<file path="config.mk">
export PLATFORM = sky130hd
export DESIGN_NAME = serial_offset_loader
export DESIGN_NICKNAME = d
export VERILOG_FILES = /design/src/rtl/sol_pkg.sv /design/src/rtl/sol_mode_sel.sv /design/src/rtl/sol_bit_count.sv /design/src/rtl/sol_shift_chain.sv /design/src/rtl/sol_ready_ctl.sv /design/src/rtl/serial_offset_loader.sv
export SDC_FILE = /design/constraint.sdc
export NUM_CORES = 1
export LEC_CHECK = 0
export ABC_AREA = 1
export CAP_MARGIN = 15
export CORE_ASPECT_RATIO = 1.1
export CORE_UTILIZATION = 50
export DETAILED_ROUTE_END_ITERATION = 7
export DONT_BUFFER_PORTS = 1
export GPL_TIMING_DRIVEN = 0
export HOLD_SLACK_MARGIN = 0.15
export SLEW_MARGIN = 0
export SYNTH_ARGS = -nofsm -noshare
export SYNTH_HDL_FRONTEND = slang
export SYNTH_SLANG_ARGS = --single-unit
</file>
<file path="constraint.sdc">
create_clock -name clk -period 2 [get_ports clk]
set_clock_uncertainty 0.2 [all_clocks]
set_input_delay 0.4 -clock clk [delete_from_list [all_inputs] [get_ports clk]]
set_output_delay 0.4 -clock clk [all_outputs]
set_load 0.05 [all_outputs]
</file>
<file path="src/rtl/sol_pkg.sv">
package sol_pkg;
  typedef enum logic {
    MODE_DEFAULT = 1'b0,
    MODE_SERIAL  = 1'b1
  } load_mode_e;
endpackage

</file>
<file path="src/rtl/sol_mode_sel.sv">
module sol_mode_sel
  import sol_pkg::*;
(
  input  logic       clk,
  input  logic       rst,
  input  logic       ser_data,
  input  logic       ser_en_n,
  output load_mode_e mode
);
  // Sampled on every reset cycle; the last reset cycle's value is kept.
  always_ff @(posedge clk) begin
    if (rst) begin
      mode <= (ser_data && ser_en_n) ? MODE_SERIAL : MODE_DEFAULT;
    end
  end
endmodule

</file>
<file path="src/rtl/sol_bit_count.sv">
module sol_bit_count #(
  parameter int TOTAL_BITS = 18,
  localparam int CNT_W     = $clog2(TOTAL_BITS + 1)
) (
  input  logic clk,
  input  logic rst,
  input  logic take,
  output logic seq_full,
  output logic last_take
);
  logic [CNT_W-1:0] count_q;

  always_ff @(posedge clk) begin
    if (rst) begin
      count_q <= '0;
    end else if (take) begin
      count_q <= count_q + CNT_W'(1);
    end
  end

  assign seq_full  = (count_q == CNT_W'(TOTAL_BITS));
  assign last_take = take && (count_q == CNT_W'(TOTAL_BITS - 1));
endmodule

</file>
<file path="src/rtl/sol_shift_chain.sv">
module sol_shift_chain #(
  parameter int OFS_W       = 9,
  parameter int DEFAULT_OFS = 8,
  localparam int CHAIN_W    = 2 * OFS_W
) (
  input  logic               clk,
  input  logic               rst,
  input  logic               take,
  input  logic               bit_in,
  output logic [CHAIN_W-1:0] chain
);
  localparam logic [OFS_W-1:0] DEF = OFS_W'(DEFAULT_OFS);

  always_ff @(posedge clk) begin
    if (rst) begin
      chain[0] <= DEF[0];
    end else if (take) begin
      chain[0] <= bit_in;
    end
  end

  for (genvar i = 1; i < CHAIN_W; i++) begin : g_stage
    always_ff @(posedge clk) begin
      if (rst) begin
        chain[i] <= DEF[i % OFS_W];
      end else if (take) begin
        chain[i] <= chain[i-1];
      end
    end
  end
endmodule

</file>
<file path="src/rtl/sol_ready_ctl.sv">
module sol_ready_ctl
  import sol_pkg::*;
(
  input  logic       clk,
  input  logic       rst,
  input  load_mode_e mode,
  input  logic       last_take,
  output logic       in_ready,
  output logic       prog_done
);
  always_ff @(posedge clk) begin
    if (rst) begin
      prog_done <= 1'b0;
      in_ready  <= 1'b0;
    end else begin
      prog_done <= (mode == MODE_DEFAULT) || last_take || prog_done;
      in_ready  <= (mode == MODE_DEFAULT) || prog_done;
    end
  end
endmodule

</file>
<file path="src/rtl/serial_offset_loader.sv">
module serial_offset_loader
  import sol_pkg::*;
#(
  parameter int OFS_W       = 9,
  parameter int DEFAULT_OFS = 8
) (
  input  logic             clk,
  input  logic             rst,
  input  logic             ser_data,
  input  logic             ser_en_n,
  output logic [OFS_W-1:0] x_ofs,
  output logic [OFS_W-1:0] y_ofs,
  output logic             in_ready,
  output logic             prog_done
);
  localparam int TOTAL_BITS = 2 * OFS_W;

  load_mode_e              mode;
  logic                    seq_full;
  logic                    last_take;
  logic                    take;
  logic [TOTAL_BITS-1:0]   chain;

  assign take = (mode == MODE_SERIAL) && !ser_en_n && !seq_full;

  sol_mode_sel u_mode (
    .clk      (clk),
    .rst      (rst),
    .ser_data (ser_data),
    .ser_en_n (ser_en_n),
    .mode     (mode)
  );

  sol_bit_count #(.TOTAL_BITS(TOTAL_BITS)) u_count (
    .clk       (clk),
    .rst       (rst),
    .take      (take),
    .seq_full  (seq_full),
    .last_take (last_take)
  );

  sol_shift_chain #(.OFS_W(OFS_W), .DEFAULT_OFS(DEFAULT_OFS)) u_chain (
    .clk    (clk),
    .rst    (rst),
    .take   (take),
    .bit_in (ser_data),
    .chain  (chain)
  );

  sol_ready_ctl u_ready (
    .clk       (clk),
    .rst       (rst),
    .mode      (mode),
    .last_take (last_take),
    .in_ready  (in_ready),
    .prog_done (prog_done)
  );

  assign y_ofs = chain[TOTAL_BITS-1:OFS_W];
  assign x_ofs = chain[OFS_W-1:0];
endmodule

</file>
==> results of run 1 <==
[cell usage in the layout (no fill, tap or decap)]
cell type / instances
a21oi_1: 1
buf_6: 4
clkbuf_1: 2
clkbuf_4: 3
clkbuf_8: 1
dfxtp_1: 25
dlygate4sd3_1: 4
edfxtp_1: 1
ha_1: 3
inv_1: 14
inv_2: 1
nand2_1: 16
nand2_4: 2
nand3_1: 5
nand4_1: 3
nor2_1: 40
nor2_2: 2
o21ai_0: 17
o21ai_1: 3
[cell usage after synthesis, drive strengths merged]
cell,n
clkbuf,2
edfxtp,1
nor2,42
o21ai,20
nand2,18
inv,15
a21oi,1
dfxtp,25
ha,3
nand3,5
nand4,3
buf,4
[metal layers]
metal | up-vias | track usage, % | wire length [um] | share of wire, %
met4 | 0 | 8.824 | 22 | 1.2
met1 | 390 | 25.45 | 929 | 49
met5 | - | 0 | 0 | 0
met2 | 27 | 28.17 | 841 | 44
met3 | 4 | 5.396 | 116 | 6.1
li1 | 450 | - | - | -
[worst paths after layout]
path                                    from                            end  slack, ns  cells past startpoint
max                                 ser_data          u_mode.mode$_DFFE_PP_       0.27                      4
min reg2reg  u_count.count_q[4]$_SDFFE_PP0P_   u_ready.prog_done$_SDFF_PP0_       0.34                      2
max reg2reg  u_count.count_q[0]$_SDFFE_PP0P_  u_chain.chain[6]$_SDFFE_PP0P_       0.37                      9
min          u_count.count_q[4]$_SDFFE_PP0P_   u_ready.prog_done$_SDFF_PP0_       0.34                      2
[worst register-to-register path: cells and delay by family (launching register included)]
kind | cells | cell delay, ns
adder cells (fa/ha/maj) | 1 | 0.19
flip-flops | 1 | 0.42
AO/OA/AOI/OAI | 1 | 0.16
buffers and inverters | 3 | 0.29
AND/OR/NAND/NOR | 4 | 0.27
[registers in the layout (all words and copies together) (netlist names)]
| register | cells |
|---|---|
| u_ready.prog_done | 1 |
| u_count.count_q | 5 |
| u_ready.in_ready | 1 |
| u_chain.chain | 18 |
| u_mode.mode | 1 |
[stage by stage]
stage	power, mW	std cells
6_report	1.057	175
5_1_grt	1.116	175
2_1_floorplan	0.7785	139
3_5_place_dp	0.8019	167
4_1_cts	1.071	175
3_3_place_gp	0.7981	167
[layout make-up]
cell class	instances	area, um^2	area share, %
timing repair buffer	4	40.04	3.386
sequential	26	530.5	44.87
multi-input combinational	92	431.7	36.51
clock buffer	4	36.28	3.069
inverter	15	56.30	4.762
tap	28	35.03	2.963
buffer	6	52.55	4.444
[where the power goes]
| group | switching (mW) | internal, mW |
|---|---|---|
| combinational | 0.0614 | 0.0455 |
| clock | 0.149 | 0.111 |
| sequential | 0.133 | 0.557 |
| total | 0.343 | 0.713 |
[cells by family (layout without fill, tap and decap cells)]
group	Yosys count	after routing
simple gates	68	68
fa+ha+maj	3	3
buf+inv	21	29
flops	26	26
compound gates	21	21
==> flow_metrics.py, run 1 <==
metrics = {
    "final_layout": {
        "area_delta_synth_final_pct": 10.40,
        "final_util_pct": 58.51,
        "num_antenna_cells": 0,
        "final_area_um2": 1182,
        "layout.nets": 155,
        "fillers": 207,
        "drive_gt1_share_pct": 8.844,
    },
    "sta": {
        "fin_ws_ns": 0.2740,
        "drv_slew": 0,
        "worst_pin_slew_ns": 0.5521,
        "whs_ns": 0.3421,
        "rsz0062_at_grt": "false",
        "slew_headroom_pct": 63.14,
        "setup_violations": 0,
        "post-route-min-period_ns": 1.726,
        "finalHoldViolations": 0,
        "fin_setup_tns_ns": 0,
        "clock.fmax_mhz": 579.4,
        "finalCritPeriodShare_pct": 86.30,
    },
    "global_routing": {
        "grt_pass1_vias": 782,
        "grt_use_total_pct": 19.16,
        "grt_pass1_wl_mm": 3.236,
        "antenna_found_initial": 0,
        "grt_max_degree": 15,
        "grt_overflow": 0,
    },
    "routing": {
        "vias": 871,
        "post_drt_via_cell_ratio": 4.977,
        "dr.first_iter.drc_count": 21,
        "antenna_left": 0,
        "route.detailed.drc": 0,
        "drtPass1Iterations": 4,
        "wl_mm": 1.910,
        "wl_per_cell_um": 10.91,
    },
    "place": {
        "pre_cts_ws_ns": 0.3860,
        "placed_area_um2": 1106,
        "gp_routability_congestion": 0.8364,
        "portBuffers": 0,
        "post-dp-hpwl_mm": 1.339,
    },
    "run_status": {
        "status": "completed",
    },
    "floorplan": {
        "floorplan.initialDensity_pct": 53.00,
        "core_um2": 2021,
        "die_width_um": 46.13,
        "die_h_um": 50.54,
        "die_area_um2": 2331,
        "rows": 17,
        "io_pins": 24,
    },
    "critical_path": {
        "slowest_delay_ns": 0.56,
        "worstPathCellList": "dlygate4sd3_1 -> nand2_1 -> dlygate4sd3_1 -> inv_1",
        "cp_top_family": "buffers and inverters",
        "crit_path_start_kind": "input port",
        "slowest_stage": "dlygate4sd3_1",
        "path_class": "in -> reg",
        "cp_num_buf_inv": 3,
        "cpMostUsedCell": "dlygate4sd3_1",
        "end_kind": "register",
        "cp.arrival_ns": 1.62,
        "required_ns": 1.90,
        "worst-path-max-fanout": 2,
    },
    "synthesis": {
        "avgSynthCellArea_um2": 7.705,
        "synth-seq-cells": 26,
        "synth_compound_area_share_pct": 9.813,
        "synth_top_family_by_area": "simple AND/OR/NAND/NOR gates",
        "synth_area_leaders": "dfxtp_1 (47%), nor2_1 (14%), o21ai_0 (7.9%)",
        "synthSimpleGateAreaFrac_pct": 26.99,
        "synthAdderAreaFrac_pct": 3.505,
        "synth_cell_types": 16,
        "yosys.area_share.xor_xnor_pct": 0,
        "ys_warn_count": 0,
        "muxShareOfSynthArea_pct": 0,
        "synth_cells": 139,
        "synth_seq_area_share_pct": 49.53,
        "syn_area_um2": 1071,
        "syn-num-nets": 146,
        "synth_area_leader_cell": "dfxtp_1",
        "synth_top_area_share_pct": 46.73,
    },
    "clocking": {
        "clock-root-buffer": "clkbuf_4",
        "cts_resized": 0,
        "h-tree-depth": 1,
        "hold_buffers": 4,
        "clk_pin_slew_ns": 0.13,
        "clkLatencyLatePin_ns": 0.32,
        "postCtsSetupRepairBufs": 0,
        "cts_buffers": 3,
        "cts_sinks": 26,
        "cts_tree": "yes",
        "clockBufferDepth": 2,
    },
    "min_path": {
        "hp-class": "reg -> reg",
    },
    "power_and_ir_drop": {
        "p_leak_nw": 0.5047,
        "power_density_nw_per_um2": 893.7,
        "ir_worst_vdd_uv": 556.9,
    },
    "run": {
        "drv_cap": 0,
    },
}
(Power assumes the default switching activity.)
==> inputs of run 2 (changes only) <==
CORE_UTILIZATION = 32   (was 50)
==> run 2 against run 1 <==
Against the previous run: the run now ends with design-rule violations left; worst setup slack got worse by 0.015 ns; core utilization is 20 points lower; combinational power hardly changed; register-to-register slack lost 0.03 ns; global-route usage is 7.4 points lower; final area rose by 0.64%; worst hold slack better by 0.0035 ns; count of clock-buffer cells in the layout is the same.
==> flow_metrics.py, run 2 (synthesis results as in run 1) <==
metrics = {
    "min_path": {
        "hp-start": "u_count.count_q[4]$_SDFFE_PP0P_",
        "holdPathEnd": "u_ready.prog_done$_SDFF_PP0_",
        "hp-class": "reg -> reg",
        "hold_depth": 2,
    },
    "critical_path": {
        "end_kind": "register",
        "path_class": "in -> reg",
        "rr_worst_depth": 9,
        "rrSetupSlack_ns": 0.34,
        "cp.arrival_ns": 1.76,
        "cp_num_buf_inv": 2,
        "worstPathCellList": "dlygate4sd3_1 -> nor2_2 -> nand2_4 -> buf_6 -> o21ai_0 -> nor2_1",
        "worst-path-max-fanout": 10,
        "timing.rr.start": "u_count.count_q[0]$_SDFFE_PP0P_",
        "crit_path_start_kind": "input port",
        "r2r-end": "u_chain.chain[5]$_SDFFE_PP0P_",
        "slowest_stage": "dlygate4sd3_1",
        "slowest_delay_ns": 0.56,
        "required_ns": 2.02,
        "cp_top_family": "buffers and inverters",
    },
    "clocking": {
        "cts_buffers": 3,
        "cts_resized": 0,
        "cts_tree": "yes",
        "clock-root-buffer": "clkbuf_4",
        "cts_sinks": 26,
        "h-tree-depth": 1,
        "clkLatencyLatePin_ns": 0.31,
        "clk_pin_slew_ns": 0.13,
        "clockBufferDepth": 2,
    },
    "sta": {
        "rsz0062_at_grt": "false",
        "fin_ws_ns": 0.2594,
        "setup_violations": 0,
        "post-route-min-period_ns": 1.741,
        "worst_pin_slew_ns": 0.5627,
        "clock.fmax_mhz": 574.5,
        "finalHoldViolations": 0,
        "slew_headroom_pct": 62.43,
        "drv_slew": 0,
        "fin_setup_tns_ns": 0,
        "finalCritPeriodShare_pct": 87.03,
    },
    "place": {
        "portBuffers": 0,
        "gp_routability_congestion": 0.7293,
        "pre_cts_ws_ns": 0.3554,
        "placed_area_um2": 1114,
        "post-dp-hpwl_mm": 1.487,
        "dp_cells": 173,
    },
    "run_status": {
        "status": "finished, violations left",
        "violations": "design-rule violations",
    },
    "final_layout": {
        "final_common_cell": "nor2_1",
        "layout_common_cells": "nor2_1 (40), dfxtp_1 (25), o21ai_0 (17), nand2_1 (16), inv_1 (14)",
        "layout.nets": 155,
        "regMostFlops": "u_chain.chain",
        "largest_reg_flops": 18,
        "drive_gt1_share_pct": 8.844,
        "final_area_um2": 1190,
        "final_util_pct": 38.06,
        "area_delta_synth_final_pct": 11.10,
        "num_antenna_cells": 0,
        "fillers": 322,
        "largest_registers": "u_chain.chain x18, u_count.count_q x5",
        "final_cells": 181,
    },
    "global_routing": {
        "grt_max_degree": 15,
        "grt_pass1_wl_mm": 3.374,
        "grt_pass1_vias": 806,
        "grt_use_total_pct": 11.81,
        "grt_overflow": 0,
        "antenna_found_initial": 0,
    },
    "routing": {
        "vias": 856,
        "route.detailed.drc": 2,
        "drtPass1Iterations": 6,
        "antenna_left": 0,
        "post_drt_via_cell_ratio": 4.729,
        "wl_mm": 2.016,
        "dr.first_iter.drc_count": 20,
        "wl_per_cell_um": 11.14,
    },
    "floorplan": {
        "io_pins": 24,
        "rows": 21,
        "die_area_um2": 3583,
        "die_h_um": 62.68,
        "core_um2": 3127,
        "floorplan.initialDensity_pct": 34.25,
        "die_width_um": 57.16,
    },
    "power_and_ir_drop": {
        "power_density_nw_per_um2": 886.1,
        "p_leak_nw": 0.5047,
        "ir_worst_vdd_uv": 457.7,
    },
    "run": {
        "drv_cap": 0,
    },
}
==> run 2: cell counts in the layout (fill, tap and decap cells not counted) <==
No cell type changed its count.
==> run 2: cell type report <==
class / count / area (um^2) / share of cell area, %
Multi-Input combinational cell: 92 / 431.7 / 36.28
Sequential cell: 26 / 530.5 / 44.58
Inverter: 15 / 56.30 / 4.732
Buffer: 6 / 52.55 / 4.416
Clock buffer: 4 / 36.28 / 3.049
Timing Repair Buffer: 4 / 40.04 / 3.365
Tap cell: 34 / 42.54 / 3.575
==> run 2: worst max path at each step <==
stage	startpoint	to	slack [ns]	cells past startpoint
finish	ser_en_n	u_chain.chain[5]$_SDFFE_PP0P_	0.26	6
global placement	u_count.count_q[0]$_SDFFE_PP0P_	u_chain.chain[9]$_SDFFE_PP0P_	0.42	9
floorplan	u_count.count_q[0]$_SDFFE_PP0P_	u_chain.chain[2]$_SDFFE_PP0P_	0.52	9
global route	rst	u_chain.chain[17]$_SDFFE_PP0P_	0.12	5
detailed placement	u_count.count_q[0]$_SDFFE_PP0P_	u_chain.chain[5]$_SDFFE_PP0P_	0.36	9
CTS	ser_en_n	u_chain.chain[5]$_SDFFE_PP0P_	0.29	6
==> run 2: metal layers <==
metal | up-vias | GRT usage, % | part of all wire, %
li1 | 448 | - | -
met1 | 383 | 13.68 | 47
met2 | 23 | 20.15 | 45
met3 | 2 | 4.762 | 7.0
met4 | 0 | 2.744 | 0.45
met5 | - | 0 | 0
==> run 2: per-stage QoR <==
stage | total power, mW | hold slack [ns]
final | 1.054 | 0.3457
after global routing | 1.111 | 0.3857
after CTS | 1.070 | 0.3486
after detailed placement | 0.8041 | 0.2723
after global placement | 0.7976 | 0.2708
after floorplan | 0.7785 | 0.2691
==> run 2: power by group <==
group,total [mW],switching [mW],internal [mW]
clock,0.256,0.145,0.111
sequential,0.691,0.134,0.557
combinational,0.108,0.0621,0.0455
==> run 2: tightest hold or removal path, cell delays in order, from the launching register on <==
cell	delay [ns]
dfxtp_1	0.36
nand4_1	0.09
o21ai_0	0.06
==> run 2: repair_timing <==
action                                  4_1_cts  5_1_grt
setup buffers                                 0        0
endpoints found under the setup margin        0        0
hold endpoints to repair                      6        0
hold buffers                                  4        0
==> inputs of run 3 (changes only) <==
ABC_AREA = not set   (was 1)
==> run 3 against run 2 <==
Against the previous run: the flow now finishes without violations; wire length fell by 7.0%; die area shrank 2.7%; non-clock buffer count decreased by 2; critical path type is now reg -> reg; synthesized cell count is 25% lower; critical path depth fell by 1; sequential power is 13% lower; largest power group unchanged; final area down 4.2%.
==> flow_metrics.py, run 3 <==
metrics = {
    "final_layout": {
        "final_area_um2": 1140,
        "regArea_um2": 530.5,
        "drive_gt1_share_pct": 7.207,
        "layout_common_cells": "dfxtp_1 (25), nand2_1 (21), mux2i_1 (18), nor2_1 (8), inv_1 (5)",
        "multi_input_area_um2": 461.7,
        "fillers": 312,
        "final_common_cell": "dfxtp_1",
        "regMostFlops": "u_chain.chain",
        "layout.nets": 119,
        "largest_reg_flops": 18,
        "largest_registers": "u_chain.chain x18, u_count.count_q x5",
        "num_antenna_cells": 0,
        "area_delta_synth_final_pct": 9.495,
    },
    "global_routing": {
        "grt_overflow": 0,
        "grt_pass1_vias": 748,
        "grt_pass1_wl_mm": 3.215,
        "antenna_found_initial": 0,
        "grt_max_degree": 15,
        "grt_use_total_pct": 11.92,
    },
    "clocking": {
        "clock-root-buffer": "clkbuf_4",
        "clk_pin_slew_ns": 0.13,
        "clockBufferDepth": 2,
        "cts_tree": "yes",
        "h-tree-depth": 1,
        "postCtsSetupRepairBufs": 0,
        "cts_resized": 0,
        "clkLatencyLatePin_ns": 0.31,
        "cts_sinks": 26,
        "cts_buffers": 3,
    },
    "min_path": {
        "hold_depth": 3,
        "hp-class": "in -> reg",
        "holdPathEnd": "u_count.count_q[3]$_SDFFE_PP0P_",
        "hp-start": "ser_en_n",
    },
    "routing": {
        "wl_mm": 1.875,
        "vias": 706,
        "drtPass1Iterations": 4,
        "wl_per_cell_um": 12.93,
        "dr.first_iter.drc_count": 4,
        "post_drt_via_cell_ratio": 4.869,
        "antenna_left": 0,
        "route.detailed.drc": 0,
    },
    "critical_path": {
        "required_ns": 2.01,
        "end_kind": "register",
        "worst-path-max-fanout": 10,
        "cp.arrival_ns": 1.74,
        "timing.rr.start": "u_count.count_q[0]$_SDFFE_PP0P_",
        "path_class": "reg -> reg",
        "r2r-end": "u_count.count_q[1]$_SDFFE_PP0P_",
        "crit_path_start_kind": "register",
        "rrSetupSlack_ns": 0.27,
        "rr_worst_depth": 5,
    },
    "floorplan": {
        "io_pins": 24,
        "floorplan.initialDensity_pct": 33.86,
        "core_um2": 3074,
        "die_area_um2": 3485,
        "die_width_um": 56.38,
        "rows": 21,
        "die_h_um": 61.82,
    },
    "synthesis": {
        "syn_area_um2": 1041,
        "yosysMostFrequentCell": "dfxtp_1",
        "synthFlopType": "dfxtp_1",
        "synth_edf_count": 1,
        "synth-seq-cells": 26,
        "synth_common_cells": "dfxtp_1 (25), nand2_1 (21), mux2i_1 (18), nor2_1 (8), inv_1 (5)",
        "avgSynthCellArea_um2": 10.01,
        "synth_cell_types": 23,
        "synth_area_leader_cell": "dfxtp_1",
        "syn-num-nets": 111,
        "synth_seq_area_share_pct": 50.96,
        "synth_cells": 104,
        "synth_area_leaders": "dfxtp_1 (48%), mux2i_1 (17%), nand2_1 (7.6%)",
        "ys_warn_count": 0,
        "synthArstFlopShare_pct": 0,
        "synth_top_area_share_pct": 48.08,
    },
    "power_and_ir_drop": {
        "power_density_nw_per_um2": 779.1,
        "p_leak_nw": 0.4410,
        "ir_worst_vdd_uv": 452.7,
    },
    "sta": {
        "worst_pin_slew_ns": 0.5646,
        "clock.fmax_mhz": 578.6,
        "drv_slew": 0,
        "post-route-min-period_ns": 1.728,
        "slew_headroom_pct": 62.31,
        "rsz0062_at_grt": "false",
        "finalCritPeriodShare_pct": 86.42,
        "whs_ns": 0.2310,
        "setup_violations": 0,
        "finalHoldViolations": 0,
        "fin_setup_tns_ns": 0,
    },
    "place": {
        "gp_routability_congestion": 0.7633,
        "placed_area_um2": 1084,
        "post-dp-hpwl_mm": 1.376,
        "portBuffers": 0,
    },
    "run_status": {
        "status": "completed",
    },
    "run": {
        "drv_cap": 0,
    },
}
-- run 3: timing repair --
action	in CTS	in global routing
endpoints found under the hold margin	6	0
hold buffers	3	0
endpoints found under the setup margin	0	0
-- run 3: worst max path at each step --
stage | depth (start not counted) | from | slack, ns | to
floorplan | 5 | u_count.count_q[0]$_SDFFE_PP0P_ | 0.39 | u_count.count_q[1]$_SDFFE_PP0P_
global placement | 5 | u_count.count_q[0]$_SDFFE_PP0P_ | 0.29 | u_count.count_q[1]$_SDFFE_PP0P_
detailed placement | 5 | u_count.count_q[0]$_SDFFE_PP0P_ | 0.27 | u_count.count_q[1]$_SDFFE_PP0P_
CTS | 5 | u_count.count_q[0]$_SDFFE_PP0P_ | 0.27 | u_count.count_q[1]$_SDFFE_PP0P_
global route | 5 | u_count.count_q[0]$_SDFFE_PP0P_ | 0.17 | u_count.count_q[1]$_SDFFE_PP0P_
finish | 5 | u_count.count_q[0]$_SDFFE_PP0P_ | 0.27 | u_count.count_q[1]$_SDFFE_PP0P_
-- run 3: worst max-delay path, stage by stage (launching register included) --
cell     delay [ns]
dfxtp_1        0.42
inv_1          0.08
ha_1           0.23
a21oi_2        0.21
buf_6          0.20
mux2_4         0.30
-- run 3: logic make-up after synthesis --
logic type      Yosys count  synth area share (%)
buf+inv                  10                 4.688
mux                      20                 19.83
compound gates            9                 5.649
fa+ha+maj                 3                 3.606
flops                    26                 50.96
simple gates             36                 15.27
-- run 3: layout make-up --
type                            instances  area share, %
Buffer                                  5          2.634
Clock buffer                            4          2.305
Inverter                                5          1.647
Multi-Input combinational cell         68          40.51
Sequential cell                        26          46.54
Tap cell                               34          3.732
Timing Repair Buffer                    3          2.634
-- run 3: report_power, final --
group          switching (mW)  leakage (nW)  internal, mW
Sequential             0.0625         0.213         0.540
Combinational          0.0381         0.213        0.0333
Clock                   0.137        0.0150        0.0778
-- run 3: through the flow --
stage | total power, mW | worst slack, ns | std cells | util (%)
floorplan | 0.6667 | 0.3914 | 104 | -
global placement | 0.6783 | 0.2857 | 138 | 35.25
detailed placement | 0.6808 | 0.2732 | 138 | 35.25
CTS | 0.9072 | 0.2657 | 145 | 37.08
global route | 0.9357 | 0.1735 | 145 | 37.08
finish | 0.8881 | 0.2716 | 145 | 37.08
-- run 3: routing by layer --
| metal | routed length (um) | track usage [%] |
|---|---|---|
| met1 | 806 | 13.09 |
| met2 | 956 | 22.45 |
| met3 | 98 | 2.277 |
| met4 | 14 | 6.272 |
| met5 | 0 | 0 |
